File: src/rtl/mesi_pkg.sv
package mesi_pkg;

  typedef enum logic [1:0] {
    ST_I = 2'd0,
    ST_S = 2'd1,
    ST_E = 2'd2,
    ST_M = 2'd3
  } lineState_e;

  typedef enum logic [1:0] {
    BUS_NONE = 2'd0,
    BUS_RDS  = 2'd1,
    BUS_RDX  = 2'd2,
    BUS_WB   = 2'd3
  } busCmd_e;

  typedef struct packed {
    logic       cpuStateWr;
    lineState_e cpuStateNew;
    logic       tagWr;
    logic       dataWr;
    logic       dataFromBus;
    logic       snpStateWr;
    lineState_e snpStateNew;
  } ctrlStrobe_t;

endpackage

File: src/rtl/mesi_datapath.sv
module mesi_datapath
  import mesi_pkg::*;
#(
  parameter int IDXW = 3,
  parameter int TAGW = 9,
  parameter int DW   = 32
) (
  input  logic            clk,
  input  logic            rstN,
  input  ctrlStrobe_t     strb,
  input  logic [IDXW-1:0] cpuIdx,
  input  logic [TAGW-1:0] cpuTag,
  input  logic [DW-1:0]   cpuWdata,
  input  logic [DW-1:0]   busData,
  input  logic [IDXW-1:0] snpIdx,
  output lineState_e      stA,
  output logic [TAGW-1:0] tagA,
  output logic [DW-1:0]   dataA,
  output lineState_e      stB,
  output logic [TAGW-1:0] tagB,
  output logic [DW-1:0]   dataB
);

  localparam int LINES = 1 << IDXW;

  lineState_e      stateQ [LINES];
  logic [TAGW-1:0] tagQ   [LINES];
  logic [DW-1:0]   dataQ  [LINES];

  // Processor-side read port
  assign stA   = stateQ[cpuIdx];
  assign tagA  = tagQ[cpuIdx];
  assign dataA = dataQ[cpuIdx];

  // Snoop-side read port
  assign stB   = stateQ[snpIdx];
  assign tagB  = tagQ[snpIdx];
  assign dataB = dataQ[snpIdx];

  // State writes: the processor-side write is last, so it wins on a shared index
  always_ff @(posedge clk or negedge rstN) begin
    if (!rstN) begin
      for (int i = 0; i < LINES; i++) stateQ[i] <= ST_I;
    end else begin
      if (strb.snpStateWr) stateQ[snpIdx] <= strb.snpStateNew;
      if (strb.cpuStateWr) stateQ[cpuIdx] <= strb.cpuStateNew;
    end
  end

  always_ff @(posedge clk) begin
    if (strb.tagWr)  tagQ[cpuIdx]  <= cpuTag;
    if (strb.dataWr) dataQ[cpuIdx] <= strb.dataFromBus ? busData : cpuWdata;
  end

  AST_M_ONLY_FROM_E: assert property (@(posedge clk) disable iff (!rstN)
    (strb.cpuStateWr && strb.cpuStateNew == ST_M) |-> (stA == ST_E));

  AST_SNOOP_ONLY_DEMOTES: assert property (@(posedge clk) disable iff (!rstN)
    strb.snpStateWr |-> ((strb.snpStateNew == ST_I) ||
                         (strb.snpStateNew == ST_S && (stB == ST_E || stB == ST_M))));

endmodule

File: src/rtl/mesi_ctrl.sv
module mesi_ctrl
  import mesi_pkg::*;
#(
  parameter int IDXW = 3,
  parameter int TAGW = 9
) (
  input  logic            clk,
  input  logic            rstN,
  input  logic            cpuValid,
  input  logic            cpuWrite,
  input  logic [IDXW-1:0] cpuIdx,
  input  logic [TAGW-1:0] cpuTag,
  output logic            cpuReady,
  input  lineState_e      stA,
  input  logic [TAGW-1:0] tagA,
  output logic            busReqValid,
  output busCmd_e         busReqCmd,
  output logic            selVictim,
  input  logic            busRespValid,
  input  logic            busRespShared,
  input  logic            snpValid,
  input  logic            snpExcl,
  input  logic [IDXW-1:0] snpIdx,
  input  logic [TAGW-1:0] snpTag,
  input  lineState_e      stB,
  input  logic [TAGW-1:0] tagB,
  output logic            snpShared,
  output logic            snpIntervene,
  output ctrlStrobe_t     strb
);

  typedef enum logic [1:0] {C_IDLE, C_WB, C_FETCH} ctrlState_e;

  ctrlState_e stQ, stNxt;
  busCmd_e    cmdQ, cmdNxt;

  logic hitA, hitB, sameIdx;
  assign hitA    = (stA != ST_I) && (tagA == cpuTag);
  assign hitB    = (stB != ST_I) && (tagB == snpTag);
  assign sameIdx = snpValid && (snpIdx == cpuIdx);

  // Snoop response: answered in the cycle of the snoop
  assign snpShared    = snpValid && hitB && !snpExcl;
  assign snpIntervene = snpValid && hitB && (stB == ST_M);

  always_comb begin
    strb        = '0;
    cpuReady    = 1'b0;
    busReqValid = 1'b0;
    busReqCmd   = BUS_NONE;
    selVictim   = 1'b0;
    stNxt       = stQ;
    cmdNxt      = cmdQ;

    if (snpValid && hitB) begin
      if (snpExcl) begin
        strb.snpStateWr  = 1'b1;
        strb.snpStateNew = ST_I;
      end else if (stB != ST_S) begin
        strb.snpStateWr  = 1'b1;
        strb.snpStateNew = ST_S;
      end
    end

    unique case (stQ)
      C_IDLE: begin
        if (cpuValid && !sameIdx) begin
          if (hitA && !(cpuWrite && stA == ST_S)) begin
            cpuReady = 1'b1;
            if (cpuWrite) begin
              strb.dataWr = 1'b1;
              if (stA == ST_E) begin
                strb.cpuStateWr  = 1'b1;
                strb.cpuStateNew = ST_M;
              end
            end
          end else begin
            cmdNxt = cpuWrite ? BUS_RDX : BUS_RDS;
            stNxt  = (!hitA && stA == ST_M) ? C_WB : C_FETCH;
          end
        end
      end
      C_WB: begin
        busReqValid = 1'b1;
        busReqCmd   = BUS_WB;
        selVictim   = 1'b1;
        if (busRespValid) begin
          strb.cpuStateWr  = 1'b1;
          strb.cpuStateNew = ST_I;
          stNxt            = C_FETCH;
        end
      end
      C_FETCH: begin
        busReqValid = 1'b1;
        busReqCmd   = cmdQ;
        if (busRespValid) begin
          strb.tagWr       = 1'b1;
          strb.dataWr      = 1'b1;
          strb.dataFromBus = 1'b1;
          strb.cpuStateWr  = 1'b1;
          strb.cpuStateNew = (cmdQ == BUS_RDX || !busRespShared) ? ST_E : ST_S;
          stNxt            = C_IDLE;
        end
      end
      default: stNxt = C_IDLE;
    endcase
  end

  always_ff @(posedge clk or negedge rstN) begin
    if (!rstN) begin
      stQ  <= C_IDLE;
      cmdQ <= BUS_NONE;
    end else begin
      stQ  <= stNxt;
      cmdQ <= cmdNxt;
    end
  end

  AST_REQ_HELD: assert property (@(posedge clk) disable iff (!rstN)
    (busReqValid && !busRespValid) |=> (busReqValid && $stable(busReqCmd)));

  AST_WB_THEN_FETCH: assert property (@(posedge clk) disable iff (!rstN)
    (busReqValid && busReqCmd == BUS_WB && busRespValid) |=>
      (busReqValid && busReqCmd != BUS_WB && busReqCmd != BUS_NONE));

  AST_NO_READY_ON_BUS: assert property (@(posedge clk) disable iff (!rstN)
    cpuReady |-> !busReqValid);

endmodule

File: src/rtl/mesi_line_ctrl.sv
module mesi_line_ctrl
  import mesi_pkg::*;
#(
  parameter int AW   = 12,
  parameter int DW   = 32,
  parameter int IDXW = 3
) (
  input  logic          clk,
  input  logic          rstN,
  input  logic          cpuValid,
  input  logic          cpuWrite,
  input  logic [AW-1:0] cpuAddr,
  input  logic [DW-1:0] cpuWdata,
  output logic          cpuReady,
  output logic [DW-1:0] cpuRdata,
  output logic          busReqValid,
  output logic [1:0]    busReqCmd,
  output logic [AW-1:0] busReqAddr,
  output logic [DW-1:0] busReqData,
  input  logic          busRespValid,
  input  logic [DW-1:0] busRespData,
  input  logic          busRespShared,
  input  logic          snpValid,
  input  logic          snpExcl,
  input  logic [AW-1:0] snpAddr,
  output logic          snpShared,
  output logic          snpIntervene,
  output logic [DW-1:0] snpData
);

  localparam int TAGW = AW - IDXW;

  ctrlStrobe_t     strb;
  lineState_e      stA, stB;
  logic [TAGW-1:0] tagA, tagB;
  logic [DW-1:0]   dataA, dataB;
  busCmd_e         cmd;
  logic            selVictim;

  logic [IDXW-1:0] cpuIdx, snpIdx;
  logic [TAGW-1:0] cpuTag, snpTag;
  assign cpuIdx = cpuAddr[IDXW-1:0];
  assign cpuTag = cpuAddr[AW-1:IDXW];
  assign snpIdx = snpAddr[IDXW-1:0];
  assign snpTag = snpAddr[AW-1:IDXW];

  mesi_ctrl #(.IDXW(IDXW), .TAGW(TAGW)) ctrl (
    .clk(clk), .rstN(rstN),
    .cpuValid(cpuValid), .cpuWrite(cpuWrite), .cpuIdx(cpuIdx), .cpuTag(cpuTag),
    .cpuReady(cpuReady), .stA(stA), .tagA(tagA),
    .busReqValid(busReqValid), .busReqCmd(cmd), .selVictim(selVictim),
    .busRespValid(busRespValid), .busRespShared(busRespShared),
    .snpValid(snpValid), .snpExcl(snpExcl), .snpIdx(snpIdx), .snpTag(snpTag),
    .stB(stB), .tagB(tagB),
    .snpShared(snpShared), .snpIntervene(snpIntervene), .strb(strb)
  );

  mesi_datapath #(.IDXW(IDXW), .TAGW(TAGW), .DW(DW)) dp (
    .clk(clk), .rstN(rstN), .strb(strb),
    .cpuIdx(cpuIdx), .cpuTag(cpuTag), .cpuWdata(cpuWdata), .busData(busRespData),
    .snpIdx(snpIdx),
    .stA(stA), .tagA(tagA), .dataA(dataA),
    .stB(stB), .tagB(tagB), .dataB(dataB)
  );

  assign busReqCmd  = cmd;
  assign busReqAddr = selVictim ? {tagA, cpuIdx} : cpuAddr;
  assign busReqData = dataA;
  assign cpuRdata   = dataA;
  assign snpData    = snpIntervene ? dataB : '0;

  AST_INTERVENE_DIRTY: assert property (@(posedge clk) disable iff (!rstN)
    snpIntervene |-> (snpValid && stB == ST_M && tagB == snpTag));

  AST_WB_DATA_HELD: assert property (@(posedge clk) disable iff (!rstN)
    (busReqValid && busReqCmd == 2'd3 && !busRespValid) |=>
      ($stable(busReqAddr) && $stable(busReqData)));

endmodule

File: config.mk
export PLATFORM = sky130hd
export DESIGN_NAME = mesi_line_ctrl
export DESIGN_NICKNAME = d
export VERILOG_FILES = /design/src/rtl/mesi_pkg.sv /design/src/rtl/mesi_datapath.sv /design/src/rtl/mesi_ctrl.sv /design/src/rtl/mesi_line_ctrl.sv
export SDC_FILE = /design/constraint.sdc
export NUM_CORES = 1
export LEC_CHECK = 0
export BUFFER_PORTS_ARGS = -buffer_cell sky130_fd_sc_hd__buf_2
export CAP_MARGIN = 20
export CORE_MARGIN = 2
export CORE_UTILIZATION = 63
export DETAILED_ROUTE_END_ITERATION = 10
export PLACE_DENSITY = 0.9
export SYNTH_ARGS = -nofsm -noshare
export SYNTH_HDL_FRONTEND = slang
export SYNTH_HIERARCHICAL = 1
export SYNTH_SLANG_ARGS = --single-unit
File: constraint.sdc
create_clock -name clk -period 13.8 [get_ports clk]
set_input_delay 4.14 -clock clk [delete_from_list [all_inputs] [get_ports clk]]
set_output_delay 4.14 -clock clk [all_outputs]
set_load 0.03 [all_outputs]
### After elaboration in Yosys (flattened, before gate mapping)

Memories as Yosys holds them, arrays and structs flattened.
Cells that the tools add are included.

| word-level totals | value |
|---|---|
| bits in registers | 20 |
| memories kept | 2 |
| output and inout bits | 114 |
| word-level logic and storage cells | 109 |
| bits in writable memories | 328 |
| input port bits | 96 |

Memories:

| memory | words | bits a word | rd ports | clocked after memory_dff | wr ports | line | text |
|---|---|---|---|---|---|---|---|
| dp.dataQ | 8 | 32 | 2 | 0 | 1 | mesi_datapath.sv:28 | `logic [DW-1:0] dataQ [LINES];` |
| dp.tagQ | 8 | 9 | 2 | 0 | 1 | mesi_datapath.sv:27 | `logic [TAGW-1:0] tagQ [LINES];` |

| operators by class | value |
|---|---|
| reductions and logical operators | 24 |
| muxes and demuxes | 51 |
| bitwise gates (word level) | 3 |
| eq/ne operators | 15 |
| magnitude comparators | 4 |

Operators with widths:

| kind | count |
|---|---|
| two-way mux 32 bit | 2 |
| bitwise mux 16 bit | 2 |
| two-way mux 16 bit | 2 |
| two-way mux 2 bit | 13 |
| two-way mux 3 bit | 8 |
| == test 9 bit | 2 |
| two-way mux 1 bit | 14 |
| binary-select mux 2 bit (select 3 bit) | 2 |
| demux 2 bit (select 3 bit) | 2 |
| logical AND 1 bit | 12 |
| two-way mux 12 bit | 1 |
| == test 2 bit (second input constant) | 5 |
| one-hot mux 3 bit (3 select lines) | 1 |
| >= comparator 4 bit (second input constant) | 2 |
| less-than comparator 4 x 1 -> 1 bit (second input constant) | 2 |
| NOT 3 -> 4 bit | 2 |
| two-way mux 6 bit | 1 |
| inequality test 2 bit (second input constant) | 3 |
| one-hot mux 2 bit (3 select lines) | 1 |
| zero test 1 bit | 5 |
| == test 2 x 1 -> 1 bit (second input constant) | 2 |
| inequality test 2 x 1 -> 1 bit (second input constant) | 2 |
| one-hot mux 2 bit (2 select lines) | 1 |
| AND reduction 4 bit | 1 |
| 8 further kinds | 9 |

### Longest topological paths before layout

| depth | value |
|---|---|
| word-level depth | 13 |
| mapped depth | 13 |
| gate-level depth less buffers | 10 |

### Hierarchy

The synthesis kept the hierarchy.

Modules (own cells, without submodules):

| module | times used | area an instance (um^2) | cells each | seq. area each (um^2) |
|---|---|---|---|---|
| mesi_datapath | 1 | 16346.9 | 783 | 10249.8 |
| mesi_ctrl | 1 | 721.9 | 92 | 100.1 |
| mesi_line_ctrl | 1 | 624.3 | 80 | 0.0 |

### Worst setup path after synthesis

No wires, ideal clock.

| timing path | value |
|---|---|
| path type | input to output |
| start point | input port snpAddr[0] |
| end point | output port snpData[0] |
| cell stages on the path | 11 |
| setup slack | 2.334 ns |
| buffers on the path | 4 |
| arrival | 7.326 ns |
| data required time | 9.660 ns |
| cell sequence | clkbuf_1 -> buf_6 -> buf_6 -> mux4_2 -> mux2_2 -> xnor2_1 -> nand4_1 -> or4_1 -> nor2_1 -> clkbuf_2 -> and2_1 |

| on the way | value |
|---|---|
| elaborated cells between the ends (all ways) | 13 |
| classes of those cells | 2 x eq/ne; 4 x mux; 1 x bitwise; 4 x reduce/logical; 2 x memory |

RTL lines:

| element | line | text |
|---|---|---|
| from (decl) | mesi_line_ctrl.sv:25 | `input logic [AW-1:0] snpAddr,` |
| memory (8 x 9 bit) | - |  |
| named net tagB[4] | mesi_line_ctrl.sv:35 | `logic [TAGW-1:0] tagA, tagB;` |
| == test 9 bit | mesi_ctrl.sv:39 | `assign hitB = (stB != ST_I) && (tagB == snpTag);` |
| logical AND 1 bit | mesi_ctrl.sv:39 |  |
| logical AND 1 bit (2 in series) | mesi_ctrl.sv:44 | `assign snpIntervene = snpValid && hitB && (stB == ST_M);` |
| named net snpIntervene | mesi_line_ctrl.sv:27 | `output logic snpIntervene,` |
| two-way mux 32 bit | mesi_line_ctrl.sv:70 | `assign snpData = snpIntervene ? dataB : '0;` |
| to (decl) | mesi_line_ctrl.sv:28 | `output logic [DW-1:0] snpData` |

The timed path passes the listed nets, and every way through them passes these cells. The select of a mux whose other input is x is not followed.

### Worst setup path in the final report

| timing path | value |
|---|---|
| start point | input port snpAddr[1] |
| end point | output port snpData[6] |

| on the way | value |
|---|---|
| elaborated cells between the ends (all ways) | 13 |
| classes of those cells | 2 x eq/ne; 4 x mux; 1 x bitwise; 4 x reduce/logical; 2 x memory |

RTL lines:

| element | line |
|---|---|
| memory (8 x 9 bit) | - |
| named net tagB[8] | mesi_line_ctrl.sv:35 |
| == test 9 bit | mesi_ctrl.sv:39 |
| logical AND 1 bit | mesi_ctrl.sv:39 |
| logical AND 1 bit (2 in series) | mesi_ctrl.sv:44 |
| two-way mux 32 bit | mesi_line_ctrl.sv:70 |

The timed path passes the listed nets, and every way through them passes these cells. The select of a mux whose other input is x is not followed.

==> metrics.json <==
{
  "synthTopCellsByArea": "edfxtp_1 (56%), mux4_2 (22%), mux2_2 (5.7%)",
  "max_stage_delay_ns": 0.80,
  "crit_path_end_kind": "primary output",
  "final.min_clock_period_ns": 11.97,
  "postSynthCellCount": 955,
  "status": "finished clean",
  "multi_input_comb_area_sq_um": 6760,
  "wl_um": 41600,
  "path_class": "input port to primary output",
  "timing.final.crit_share_pct": 86.7,
  "holdCritPathClass": "flip-flop to flip-flop",
  "drt-pass1-iter-count": 7,
  "synth_nets": 1055,
  "dominant_combinational_cell_family_by_area_after_synthesis": "multiplexers",
  "final_common_cell": "edfxtp_1",
  "timing.critical_path.fanout_max": 56,
  "post-synth-top-area-cell": "edfxtp_1",
  "fin_tns_setup_ns": 0,
  "htree_levels": 2,
  "cts_tree": "yes",
  "leakagePower_nw": 6.91,
  "max_slew_margin_pct": 24.6,
  "dp_hpwl_um": 23900,
  "critPathRequiredTime_ns": 9.66,
  "cts_hold_repair.buffers": 0,
  "antenna_left": 0,
  "asyncSetResetFlopFracSynth_pct": 5.75,
  "holdWs_ns": 0.551,
  "count_of_cell_types_in_the_netlist": 51,
  "fin_total_pwr_mw": 2.66,
  "power.density_cell_area_nw_per_um2": 134,
  "ys.flop_type": "edfxtp_1",
  "initial_cell_density_of_the_core_pct": 63.9,
  "postSynthRegisterBits": 348,
  "skew_ns": 0.0205,
  "numCtsBuffers": 36,
  "highest_attainable_clock_frequency_mhz": 83.6,
  "area_fraction_in_compound_gates_after_synthesis_pct": 1.15,
  "die-area_sq_um": 29400,
  "drt_iter0_markers": 1202,
  "tritoncts_num_sinks": 348,
  "layout-area-overhead-vs-synth_pct": 12.5,
  "number_of_endpoints_failing_setup_at_the_final_stage": 0,
  "critical_path.slowest_cell": "nor2_4",
  "path_cells": "buf_4, mux4_2, mux2_2, xnor2_1, nand4_1, or4_1, nor2_4, and2_1, buf_2",
  "yosys.area_share.simple_pct": 4.15,
  "grt_setup_unrepaired": "no",
  "routedWlPerCell_um": 27.4,
  "post_cts.resized_instances": 0,
  "floorplan.io_pins": 210,
  "vdd_drop_max_uv": 117,
  "design.final.nets": 1218,
  "die_y_um": 172,
  "dr_total_vias": 10200,
  "detailroute.wirelength.met2_um": 21200,
  "commonest_non_fill_non_tap_cells_in_the_layout": "edfxtp_1 (328), buf_2 (205), mux4_2 (172), mux2_2 (89), clkbuf_16 (37)",
  "cts_buffer_depth": 3,
  "tightestPinTransition_ns": 1.13,
  "final_layout_size_suffix_gt1_share_pct": 49.8,
  "number_of_antenna_repair_diodes": 0,
  "synth-edff-count": 328,
  "synthesis.area_sq_um": 17700,
  "final_count_of_hold_timing_violations": 0,
  "antenna_found_initial": 1,
  "fillerInstances": 1596,
  "route.top_layer_used": "met5",
  "cp_data_arrival_time_ns": 7.83,
  "gr-usage-all-layers_pct": 28.9,
  "maxCapViolations": 0,
  "grt_pass1_vias": 10500,
  "die_w_um": 172,
  "critPathTopFamily": "simple AND/OR/NAND/NOR gates",
  "yosysSeqAreaShare_pct": 58.5,
  "final-seq-area_sq_um": 10300,
  "wl_met3_um": 3700,
  "synth_area_per_cell_sq_um": 18.5,
  "postCtsSetupRepairBufs": 0,
  "netlist.area_leader.share_pct": 55.7,
  "slew_viol_final": 0,
  "drc_errors": 0,
  "xor_xnor_fraction_of_synth_area_pct": 1.04,
  "global_route_wire_length_before_repair_um": 62100,
  "gp_congestion": 0.831,
  "worstSetupStartpointType": "input port",
  "clk_transition_reported_paths_ns": 0.06,
  "clk_lat_worst_skew_ns": 0.52,
  "ys_warn_count": 6,
  "placeableCoreArea_sq_um": 27700,
  "io_buffer_count": 209,
  "root_buf_cell": "clkbuf_16",
  "synth.mux.area_fraction_pct": 31.1,
  "post_drt_via_cell_ratio": 6.72,
  "fp-row-count": 61,
  "critical_path_buf_inv_count": 2,
  "m1WireLength_um": 15500,
  "globalRoute.totalOverflow": 0,
  "grt_max_degree": 57,
  "post_synth_adder_cell_area_pct": 0.283
}
[flip-flops by register name (all words and copies together), names as in the netlist]
signal	count
dp/tagQ	72
ctrl/cmdQ	2
dp/dataQ	256
ctrl/stQ	2
dp/stateQ	16
[final timing paths]
path / depth (start not counted) / slack [ns] / startpoint / endpoint
max reg2reg: 9 / 9.56 / dp/tagQ[6][7] / dp/dataQ[6][22]
min in group asynchronous: 1 / 3.60 / rstN / ctrl/stQ[1]
min: 1 / 0.55 / ctrl/cmdQ[1] / ctrl/cmdQ[1]
min reg2reg: 1 / 0.55 / ctrl/cmdQ[1] / ctrl/cmdQ[1]
max: 9 / 1.83 / snpAddr[1] / snpData[6]
max in group asynchronous: 1 / 9.86 / rstN / dp/stateQ[13]
[area by class of cell]
cell class              instances  area share (%)
repair buffers                228            6.18
flip-flops and latches        348            52.0
multi-input cells             497            33.9
clock buffers                  50            5.00
well taps                     378            2.38
inverters                       7           0.132
clock inverters                14           0.377
[routing by layer]
metal  track usage [%]  vias up
met5                 0        -
met4              11.1        2
met3              4.46       91
met2              47.8      638
met1              39.5     5288
li1                  -     4211
[where the power goes]
part	total (mW)	leakage [nW]	internal [mW]	switching, mW
combinational	0.483	3.17	0.194	0.289
sequential	1.29	3.22	1.25	0.0355
clock	0.892	0.519	0.505	0.387
total	2.66	6.91	1.95	0.711
[worst register-to-register path, cell delays in order (launching register included)]
cell	delay (ns)
edfxtp_1	0.39
mux4_2	0.47
mux2_2	0.32
xor2_1	0.16
nor4_2	0.42
nand3_1	0.30
o21ai_0	0.45
nand2b_1	0.33
nor2_4	0.61
buf_4	0.45
[synth_stat cells (2+ instances only)]
cell type / number
buf_1: 8
nor3_1: 5
buf_6: 10
and2_1: 32
mux2_4: 9
xnor2_1: 11
nand4_1: 5
mux2i_1: 16
edfxtp_1: 328
nand2_1: 18
and4bb_1: 2
nor4b_2: 2
xor2_1: 10
nand4b_1: 6
a31oi_1: 2
mux2_2: 89
nor2_1: 27
buf_4: 37
nor4bb_1: 2
nor4_2: 2
ha_1: 4
nand2b_1: 5
nand3_1: 2
mux4_2: 172
clkbuf_1: 23
a21oi_1: 12
dfrtp_1: 20
inv_1: 7
buf_2: 22
o21ai_1: 6
mux2_1: 30
and4bb_2: 2
o21ai_0: 5
nor2b_1: 5
clkbuf_2: 3
[stage by stage]
| stage | setup WS [ns] | util [%] | instances | instance area, sq um |
|---|---|---|---|---|
| 2_1_floorplan | 2.33 | - | 955 | 17700 |
| 3_3_place_gp | 2.01 | 67.8 | 1453 | 18800 |
| 3_5_place_dp | 1.84 | 67.8 | 1454 | 18800 |
| 4_1_cts | 1.81 | 71.7 | 1518 | 19900 |
| 5_1_grt | 1.64 | 71.9 | 1522 | 19900 |
| 6_report | 1.83 | 71.9 | 1522 | 19900 |
[kinds of logic after synthesis]
logic type	Yosys count
fa+ha+maj	4
other cells	1
mux	316
simple gates	122
compound gates	33
xor+xnor	21
flops	348
buf+inv	110
Note: power is estimated with default switching activity, not from simulation.
